==> config.mk <==
export PLATFORM = sky130hd
export DESIGN_NAME = evt_status_regs
export DESIGN_NICKNAME = d
export VERILOG_FILES = /design/src/rtl/evt_status_pkg.sv /design/src/rtl/evt_rise_detect.sv /design/src/rtl/evt_flag_bank.sv /design/src/rtl/evt_access_fsm.sv /design/src/rtl/evt_status_regs.sv
export SDC_FILE = /design/constraint.sdc
export NUM_CORES = 1
export LEC_CHECK = 0
export ABC_AREA = 1
export CAP_MARGIN = 20
export CORE_AREA = 3 3 66 68
export DETAILED_ROUTE_END_ITERATION = 8
export DIE_AREA = 0 0 69 71
export GPL_TIMING_DRIVEN = 0
export PLACE_DENSITY = 0.68
export SLEW_MARGIN = 40
export SYNTH_ARGS = -nofsm -noshare
export SYNTH_HDL_FRONTEND = slang
export SYNTH_SLANG_ARGS = --single-unit
==> constraint.sdc <==
create_clock -name clk -period 0.8 [get_ports clk]
set_input_delay 0.12 -clock clk [delete_from_list [all_inputs] [get_ports clk]]
set_output_delay 0.12 -clock clk [all_outputs]
set_load 0.01 [all_outputs]
==> src/rtl/evt_status_pkg.sv <==
package evt_status_pkg;

    localparam int OP_W = 3;

    typedef enum logic [OP_W-1:0] {
        OP_OVLD_RD    = 3'd0,
        OP_LIVE_RD    = 3'd1,
        OP_ENA_WR     = 3'd2,
        OP_ENA_RD     = 3'd3,
        OP_CLK_RD     = 3'd4,
        OP_CLK_BIT_RD = 3'd5,
        OP_RSV6       = 3'd6,
        OP_RSV7       = 3'd7
    } op_e;

    typedef enum logic {
        ST_IDLE = 1'b0,
        ST_RESP = 1'b1
    } acc_st_e;

endpackage

==> src/rtl/evt_rise_detect.sv <==
module evt_rise_detect #(
    parameter int W = 3
) (
    input  logic         clk,
    input  logic         rst_n,
    input  logic [W-1:0] level_i,
    output logic [W-1:0] level_o,
    output logic [W-1:0] rise_o
);

    logic [W-1:0] level_q;
    logic [W-1:0] prev_q;

    always_ff @(posedge clk or negedge rst_n) begin
        if (!rst_n) begin
            level_q <= '0;
            prev_q  <= '0;
        end else begin
            level_q <= level_i;
            prev_q  <= level_q;
        end
    end

    assign level_o = level_q;
    assign rise_o  = level_q & ~prev_q;

    // a rise pulse never lasts two cycles
    a_r3_single_pulse: assert property (@(posedge clk) disable iff (!rst_n)
        (|rise_o) |=> ((rise_o & $past(rise_o)) == '0));

endmodule

==> src/rtl/evt_flag_bank.sv <==
module evt_flag_bank #(
    parameter int W = 4
) (
    input  logic         clk,
    input  logic         rst_n,
    input  logic [W-1:0] set_i,
    input  logic [W-1:0] clr_i,
    output logic [W-1:0] flag_o
);

    logic [W-1:0] flag_q;

    for (genvar b = 0; b < W; b++) begin : g_bit
        always_ff @(posedge clk or negedge rst_n) begin
            if (!rst_n) begin
                flag_q[b] <= 1'b0;
            end else if (set_i[b]) begin
                flag_q[b] <= 1'b1;
            end else if (clr_i[b]) begin
                flag_q[b] <= 1'b0;
            end
        end
    end

    assign flag_o = flag_q;

    // a flag with no set and no clear keeps its value
    a_r8_hold: assert property (@(posedge clk) disable iff (!rst_n)
        ((set_i | clr_i) == '0) |=> $stable(flag_o));

endmodule

==> src/rtl/evt_access_fsm.sv <==
module evt_access_fsm
    import evt_status_pkg::*;
#(
    parameter int DATA_W = 8,
    parameter int OVLD_W = 8,
    parameter int CLK_W  = 4,
    parameter int IDX_W  = 3
) (
    input  logic              clk,
    input  logic              rst_n,
    input  logic              cmd_valid_i,
    input  logic [OP_W-1:0]   cmd_op_i,
    input  logic [IDX_W-1:0]  cmd_idx_i,
    input  logic [OVLD_W-1:0] ovld_flags_i,
    input  logic [OVLD_W-1:0] live_i,
    input  logic [OVLD_W-1:0] ena_i,
    input  logic [CLK_W-1:0]  clk_flags_i,
    output logic              ovld_clr_o,
    output logic [CLK_W-1:0]  clk_clr_o,
    output logic              ena_we_o,
    output logic              rd_valid_o,
    output logic [DATA_W-1:0] rd_data_o
);

    acc_st_e           state_q, state_n;
    op_e               op;
    logic              is_read;
    logic [DATA_W-1:0] data_n;
    logic [DATA_W-1:0] rd_data_q;

    assign op = op_e'(cmd_op_i);

    always_comb begin
        is_read    = 1'b0;
        data_n     = '0;
        ovld_clr_o = 1'b0;
        clk_clr_o  = '0;
        ena_we_o   = 1'b0;
        if (cmd_valid_i) begin
            unique case (op)
                OP_OVLD_RD: begin
                    is_read    = 1'b1;
                    data_n     = DATA_W'(ovld_flags_i);
                    ovld_clr_o = 1'b1;
                end
                OP_LIVE_RD: begin
                    is_read = 1'b1;
                    data_n  = DATA_W'(live_i);
                end
                OP_ENA_WR: begin
                    ena_we_o = 1'b1;
                end
                OP_ENA_RD: begin
                    is_read = 1'b1;
                    data_n  = DATA_W'(ena_i);
                end
                OP_CLK_RD: begin
                    is_read   = 1'b1;
                    data_n    = DATA_W'(clk_flags_i);
                    clk_clr_o = '1;
                end
                OP_CLK_BIT_RD: begin
                    is_read = 1'b1;
                    for (int b = 0; b < CLK_W; b++) begin
                        if (cmd_idx_i == IDX_W'(b)) begin
                            data_n[0]    = clk_flags_i[b];
                            clk_clr_o[b] = 1'b1;
                        end
                    end
                end
                OP_RSV6, OP_RSV7: begin
                    is_read = 1'b0;
                end
            endcase
        end
    end

    // Next state: ISSUE, CHAIN, DONE
    always_comb begin
        unique case (state_q)
            ST_IDLE: state_n = is_read ? ST_RESP : ST_IDLE;
            ST_RESP: state_n = is_read ? ST_RESP : ST_IDLE;
        endcase
    end

    always_ff @(posedge clk or negedge rst_n) begin
        if (!rst_n) begin
            state_q <= ST_IDLE;
        end else begin
            state_q <= state_n;
        end
    end

    always_ff @(posedge clk or negedge rst_n) begin
        if (!rst_n) begin
            rd_data_q <= '0;
        end else if (is_read) begin
            rd_data_q <= data_n;
        end
    end

    assign rd_valid_o = (state_q == ST_RESP);
    assign rd_data_o  = rd_data_q;

    // a read command is answered in the next cycle
    a_r4_resp_next: assert property (@(posedge clk) disable iff (!rst_n)
        (cmd_valid_i && (op == OP_OVLD_RD)) |=> rd_valid_o);

    // reserved opcodes never raise a response
    a_r12_no_resp: assert property (@(posedge clk) disable iff (!rst_n)
        (cmd_valid_i && (op == OP_RSV6 || op == OP_RSV7)) |=> !rd_valid_o);

    // a single-bit read returns at most bit 0
    a_r9_bit_only: assert property (@(posedge clk) disable iff (!rst_n)
        (cmd_valid_i && op == OP_CLK_BIT_RD) |=> (rd_data_o[DATA_W-1:1] == '0));

endmodule

==> src/rtl/evt_status_regs.sv <==
module evt_status_regs
    import evt_status_pkg::*;
#(
    parameter int OVLD_USED = 3,
    parameter int OVLD_W    = 8,
    parameter int CLK_W     = 4,
    parameter int DATA_W    = 8,
    parameter int IDX_W     = 3
) (
    input  logic                 clk,
    input  logic                 rst_n,
    input  logic [OVLD_USED-1:0] ovld_cond_i,
    input  logic [CLK_W-1:0]     clk_evt_i,
    input  logic                 clr_all_i,
    input  logic                 cmd_valid_i,
    input  logic [OP_W-1:0]      cmd_op_i,
    input  logic [IDX_W-1:0]     cmd_idx_i,
    input  logic [DATA_W-1:0]    cmd_wdata_i,
    output logic                 rd_valid_o,
    output logic [DATA_W-1:0]    rd_data_o,
    output logic                 summary_o
);

    logic [OVLD_USED-1:0] ovld_level;
    logic [OVLD_USED-1:0] ovld_rise;
    logic [OVLD_USED-1:0] ovld_bank;
    logic [OVLD_W-1:0]    ovld_flags;
    logic [OVLD_W-1:0]    ovld_live;
    logic [CLK_W-1:0]     clk_flags;
    logic                 ovld_rd_clr;
    logic [CLK_W-1:0]     clk_rd_clr;
    logic                 ena_we;
    logic [OVLD_W-1:0]    ena_q;

    evt_rise_detect #(.W(OVLD_USED)) u_rise (
        .clk     (clk),
        .rst_n   (rst_n),
        .level_i (ovld_cond_i),
        .level_o (ovld_level),
        .rise_o  (ovld_rise)
    );

    evt_flag_bank #(.W(OVLD_USED)) u_ovld_bank (
        .clk    (clk),
        .rst_n  (rst_n),
        .set_i  (ovld_rise),
        .clr_i  ({OVLD_USED{ovld_rd_clr | clr_all_i}}),
        .flag_o (ovld_bank)
    );

    evt_flag_bank #(.W(CLK_W)) u_clk_bank (
        .clk    (clk),
        .rst_n  (rst_n),
        .set_i  (clk_evt_i),
        .clr_i  (clk_rd_clr | {CLK_W{clr_all_i}}),
        .flag_o (clk_flags)
    );

    assign ovld_flags = OVLD_W'(ovld_bank);
    assign ovld_live  = OVLD_W'(ovld_level);

    evt_access_fsm #(
        .DATA_W (DATA_W),
        .OVLD_W (OVLD_W),
        .CLK_W  (CLK_W),
        .IDX_W  (IDX_W)
    ) u_fsm (
        .clk          (clk),
        .rst_n        (rst_n),
        .cmd_valid_i  (cmd_valid_i),
        .cmd_op_i     (cmd_op_i),
        .cmd_idx_i    (cmd_idx_i),
        .ovld_flags_i (ovld_flags),
        .live_i       (ovld_live),
        .ena_i        (ena_q),
        .clk_flags_i  (clk_flags),
        .ovld_clr_o   (ovld_rd_clr),
        .clk_clr_o    (clk_rd_clr),
        .ena_we_o     (ena_we),
        .rd_valid_o   (rd_valid_o),
        .rd_data_o    (rd_data_o)
    );

    always_ff @(posedge clk or negedge rst_n) begin
        if (!rst_n) begin
            ena_q <= '0;
        end else if (ena_we) begin
            ena_q <= OVLD_W'(cmd_wdata_i);
        end
    end

    assign summary_o = |(ena_q & ovld_flags);

    // a full overload read with no new edge empties the register
    a_r4_read_clears: assert property (@(posedge clk) disable iff (!rst_n)
        (cmd_valid_i && op_e'(cmd_op_i) == OP_OVLD_RD && ovld_rise == '0)
        |=> (ovld_flags == '0));

    // a zero mask keeps the summary low
    a_r7_masked_low: assert property (@(posedge clk) disable iff (!rst_n)
        (ena_q == '0) |-> !summary_o);

    // upper bits of a clock register read are zero
    a_r8_upper_zero: assert property (@(posedge clk) disable iff (!rst_n)
        (cmd_valid_i && op_e'(cmd_op_i) == OP_CLK_RD)
        |=> (rd_data_o[DATA_W-1:CLK_W] == '0));

    // clear strobe without new events empties the clock register
    a_r10_clear_all: assert property (@(posedge clk) disable iff (!rst_n)
        (clr_all_i && clk_evt_i == '0) |=> (clk_flags == '0));

    // an event pulse is never lost to a same-cycle clear
    a_r11_event_kept: assert property (@(posedge clk) disable iff (!rst_n)
        (|clk_evt_i) |=> ((clk_flags & $past(clk_evt_i)) == $past(clk_evt_i)));

endmodule

## After elaboration in Yosys (flattened, before gate mapping)

Cells that the tools add are included.

- Register bits: 30
- Bits of input ports: 25
- Output and inout port bits: 10
- Logic and storage cells: 68

- Equal/unequal tests: 8
- Mux-type cells: 32
- Bitwise logic cells: 5
- Reductions and logical operators: 11

Operator list:

| cell | number |
|---|---|
| one-hot mux 7 bit (4 select lines) | 1 |
| two-way mux 1 bit | 27 |
| nonzero test 2 bit | 7 |
| equality test 3 x 2 -> 1 bit, second input constant | 4 |
| AND 8 x 3 -> 8 bit | 1 |
| two-way mux 8 bit | 1 |
| one-hot mux 4 bit (2 select lines) | 1 |
| OR reduction 8 bit | 1 |
| equality test 3 x 1 -> 1 bit, second input constant | 2 |
| equality test 3 bit, second input constant | 2 |
| zero test 3 bit | 2 |
| one-hot mux 1 bit (5 select lines) | 1 |
| OR reduction 5 bit | 1 |
| two-way mux 4 bit | 1 |
| bitwise OR 4 bit | 1 |
| AND 3 bit | 1 |
| inverter 3 bit | 1 |
| bitwise OR 1 bit | 1 |

## Depth between registers and ports, before layout

- Depth in word-level cells: 7
- Gate-level depth with buffers: 7
- Mapped depth without buffers: 7

## Modules after synthesis

Synthesis repeated with hierarchy kept, for this count alone.

- Cell total of the unflattened synthesis: 204
- Area total of the unflattened synthesis: 1517.7 um^2

Modules (own cells, without submodules):

| module | times used | cells an instance | area each (um^2) | sequential area each (um^2) |
|---|---|---|---|---|
| evt_access_fsm | 1 | 114 | 694.4 | 225.2 |
| evt_status_regs | 1 | 43 | 362.8 | 200.2 |
| evt_rise_detect | 1 | 12 | 180.2 | 150.1 |
| evt_flag_bank (u_clk_bank) | 1 | 20 | 160.2 | 100.1 |
| evt_flag_bank (u_ovld_bank) | 1 | 15 | 120.1 | 75.1 |

## Least setup slack after synthesis

OpenSTA, ideal clock, no wires.

- Path type: input to register
- Start: input cmd_op_i[2]
- End: register ena_q[0]
- Library setup time: 0.127 ns
- Arrival: 0.689 ns
- Required time: 0.673 ns
- Setup slack: -0.017 ns
- Cell stages on the path: 3
- Path buffers: 0
- Path through: nor2_2 > nand3_2 > mux2_1

- Word-level cells in the longest chain between the ends: 3

Ends and longest elaborated chain:

| item | line | source |
|---|---|---|
| start, declared | evt_status_regs.sv:16 | `input logic [OP_W-1:0] cmd_op_i,` |
| equality test 3 x 2 -> 1 bit | evt_access_fsm.sv:40 | `unique case (op)` |
| two-way mux 1 bit | evt_access_fsm.sv:40 |  |
| two-way mux 1 bit | evt_access_fsm.sv:39 | `if (cmd_valid_i) begin` |
| end signal, assigned | evt_status_regs.sv:88 | `ena_q <= OVLD_W'(cmd_wdata_i);` |
| end, declared | evt_status_regs.sv:33 | `logic [OVLD_W-1:0] ena_q;` |

No other way between the ends.
A chain may end at the register's enable or synchronous reset.

## Worst setup path in the final report

- Start: register ena_q[1]
- End: output summary_o

- Word-level cells in the longest chain between the ends: 2

Ends and longest elaborated chain:

| item | line | source |
|---|---|---|
| AND 8 x 3 -> 8 bit | evt_status_regs.sv:92 | `assign summary_o = \|(ena_q & ovld_flags);` |
| OR reduction 8 bit | evt_status_regs.sv:92 |  |
| end, declared | evt_status_regs.sv:21 | `output logic summary_o` |

No other way between the ends.

==> run_results.csv <==
group,metric,value,unit
timing,setup_viol,16,
timing,final-hold-violation-count,30,
logic_synthesis,syn_area,0.001326,sq mm
routing,first_pass_iters,4,
outcome,violations,"negative hold slack, negative setup slack",
logic_synthesis,synth_cell_types,21,
timing,slew_headroom,55.19,%
finish,drive_gt1_share,32.38,%
clock_tree,h-tree-depth,2,
min_path,hold_class,"input port to async pin",
critical_path,cp-end-kind,"primary output",
critical_path,timing_worst_setup_path_type,"register to primary output",
timing,timing.final.crit_share,145.2,%
logic_synthesis,syn_inst,150,
critical_path,r2r_start,"ena_q[1]$_DFFE_PN0P_",
placed_design,gp_congestion,0.8531,
die,die-height,71,microns
finish,num_antenna_cells,0,
finish,area_growth,49.15,%
global_route,grt_pass1_vias,1205,
global_route,grt_overflow,0,
finish,fin_nets,235,
timing,rsz0062_at_grt,"yes",
timing,clock_skew,0.005567,ns
timing,slew_violations,0,
power_and_ir_drop,finalPower,3.700,mW
clock_tree,numCtsBuffers,5,
global_route,grt_first_pass_wirelength,5.506,mm
logic_synthesis,ys_ff_latch,30,
logic_synthesis,synthTopCellsByArea,"dfrtp_1 (57%), nand2_1 (8.5%), inv_1 (5.9%)",
clock_tree,clock_sinks,30,
placed_design,dp_worst_setup_slack,-0.7474,ns
logic_synthesis,syn-mean-instance-area,8.842,sq um
finish,postLayoutCoreUtil,50.54,%
clock_tree,cts_root_buf,"clkbuf_8",
critical_path,required,0.68,ns
logic_synthesis,synth_fp_nets,175,
run,cap_violations,0,
critical_path,startpoint_type,"register",
global_route,antenna_found_initial,0,
clock_tree,clk_pin_slew,0.06,ns
power_and_ir_drop,powerDensity,1871,mW/mm^2
routing,vias,1231,
timing,hold-worst-slack,-0.1265,ns
critical_path,r2r_slack,-0.12,ns
die,dieArea,0.004899,sq mm
routing,post_drt_wl_per_cell,12.57,microns
timing,fin_ws,-0.3615,ns
clock_tree,clockBufferDepth,2,
logic_synthesis,synth_ff_type,"dfrtp_1",
die,start_util,33.89,%
power_and_ir_drop,ir_drop,1169,uV
logic_synthesis,yosysTopAreaCell,"dfrtp_1",
critical_path,arrival,1.04,ns
critical_path,critPathMaxFanout,2,
logic_synthesis,synth-edff-count,0,
die,core,0.003914,sq mm
die,die_x,69,microns
routing,drcViolationCount,0,
logic_synthesis,yosysWarnings,0,
routing,ant_nets,0,
critical_path,reg2reg_to,"u_fsm.rd_data_o[1]$_DFFE_PN0P_",
critical_path,reg2reg_depth,5,
placed_design,dp_hpwl,2.083,mm
die,io_pins,35,
logic_synthesis,seq_area_frac_synth,56.60,%
clock_tree,cts_tree,"built",
routing,vias_per_cell,4.735,
routing,first_iter_violations,57,
timing,fmax,861.0,MHz
global_route,grt_max_degree,31,
outcome,status,"complete, but fails checks",
power_and_ir_drop,power_leakage,0.9935,nW
finish,fill_cells,395,
logic_synthesis,yosysTopAreaCellShare,56.60,%
timing,period_minus_slack,1.161,ns
clock_tree,clk_latency,0.28,ns
finish,regArea,750.7,sq um
timing,worstMarginPinSlew,0.6722,ns
logic_synthesis,synthArstFlopShare,100.0,%
routing,drt-total-wl,3.269,mm
finish,multi_input_area,549.3,sq um
die,rows,23,
placed_design,portBuffers,34,
logic_synthesis,synth_commonest_cells,"dfrtp_1 (30), nand2_1 (30), inv_1 (21)",
global_route,grtUsageTotal,14.33,%
where the power goes:
group	internal [mW]	switching, mW
Sequential	1.70	0.100
Clock	0.597	0.512
Combinational	0.419	0.376
Total	2.71	0.988
registers in the layout (all words and copies together) (netlist names):
| name | cells |
|---|---|
| u_rise.level_o | 3 |
| u_fsm.rd_valid_o | 1 |
| u_rise.prev_q | 3 |
| ena_q | 8 |
| u_ovld_bank.flag_o | 3 |
| u_clk_bank.flag_o | 4 |
| u_fsm.rd_data_o | 8 |
placed cells by master (no fill, tap or decap), types with 3 or more instances in the layout:
master,n
nor3_1,3
buf_4,15
dlygate4sd2_1,3
o21ai_0,3
clkbuf_8,5
nand2_1,26
nand3_1,9
nand2_2,4
buf_6,5
nor2_4,3
inv_2,9
inv_1,16
dfrtp_1,30
nand3_2,3
a21oi_1,7
buf_2,13
clkdlybuf4s50_1,16
o21ai_1,6
nor2_1,9
nand4_1,6
stage by stage:
step                std cells  area [sq um]  setup TNS [ns]  hold WS, ns
detailed placement        234          1729          -18.08       0.1984
global route              260          1978          -2.568     -0.07848
floorplan                 150          1331               0      -0.1756
global placement          234          1734          -46.73       0.3994
CTS                       251          1878          -1.695     -0.09975
finish                    260          1978          -1.873      -0.1265
cell families (layout without fill, tap and decap cells):
group                  after synthesis  after routing  share of synthesized area [%]
multiplexers                         3              3                          2.547
AO/OA/AOI/OAI                       25             25                          11.13
flip-flops                          30             30                          56.60
buffers and inverters               27             87                          7.736
AND/OR/NAND/NOR                     65             65                          21.98
what timing repair did:
item / 4_1_cts / 5_1_grt
buffers inserted: 10 / 10
pin swaps: 16 / 8
resized for setup: 77 / 14
setup endpoints to repair: 34 / 22
hold endpoints to repair: 30 / 30
layer usage:
| metal | track usage (%) | part of all wire [%] |
|---|---|---|
| met1 | 17.43 | 44 |
| met2 | 22.56 | 49 |
| met3 | 5.398 | 4.5 |
| met4 | 6.725 | 1.8 |
| met5 | 0 | 0 |
worst max path at each step:
stage / slack, ns / endpoint / cells past startpoint / startpoint
2_1_floorplan: 0.002 / u_fsm.rd_data_o[0]$_DFFE_PN0P_ / 4 / u_clk_bank.flag_o[2]$_DFFE_PN0P_
3_3_place_gp: -0.95 / u_rise.level_o[2]$_DFF_PN0_ / 1 / rst_n
3_5_place_dp: -0.75 / ena_q[1]$_DFFE_PN0P_ / 6 / cmd_op_i[0]
4_1_cts: -0.34 / summary_o / 3 / ena_q[1]$_DFFE_PN0P_
5_1_grt: -0.43 / summary_o / 3 / ena_q[1]$_DFFE_PN0P_
6_report: -0.36 / summary_o / 3 / ena_q[1]$_DFFE_PN0P_
layout make-up:
| class | count | area share [%] |
|---|---|---|
| timing repair buffer | 53 | 21.63 |
| inverter | 26 | 5.060 |
| multi-input combinational | 93 | 27.77 |
| clock buffer | 7 | 3.858 |
| buffer | 1 | 0.5693 |
| sequential | 30 | 37.95 |
| tap | 50 | 3.163 |
worst max-delay path, stage by stage, from the launching register on:
cell and delay (ns):
dfrtp_1 0.37, inv_2 0.05, o211ai_1 0.19, buf_2 0.17
No activity file was read; power rests on OpenSTA's default activity.
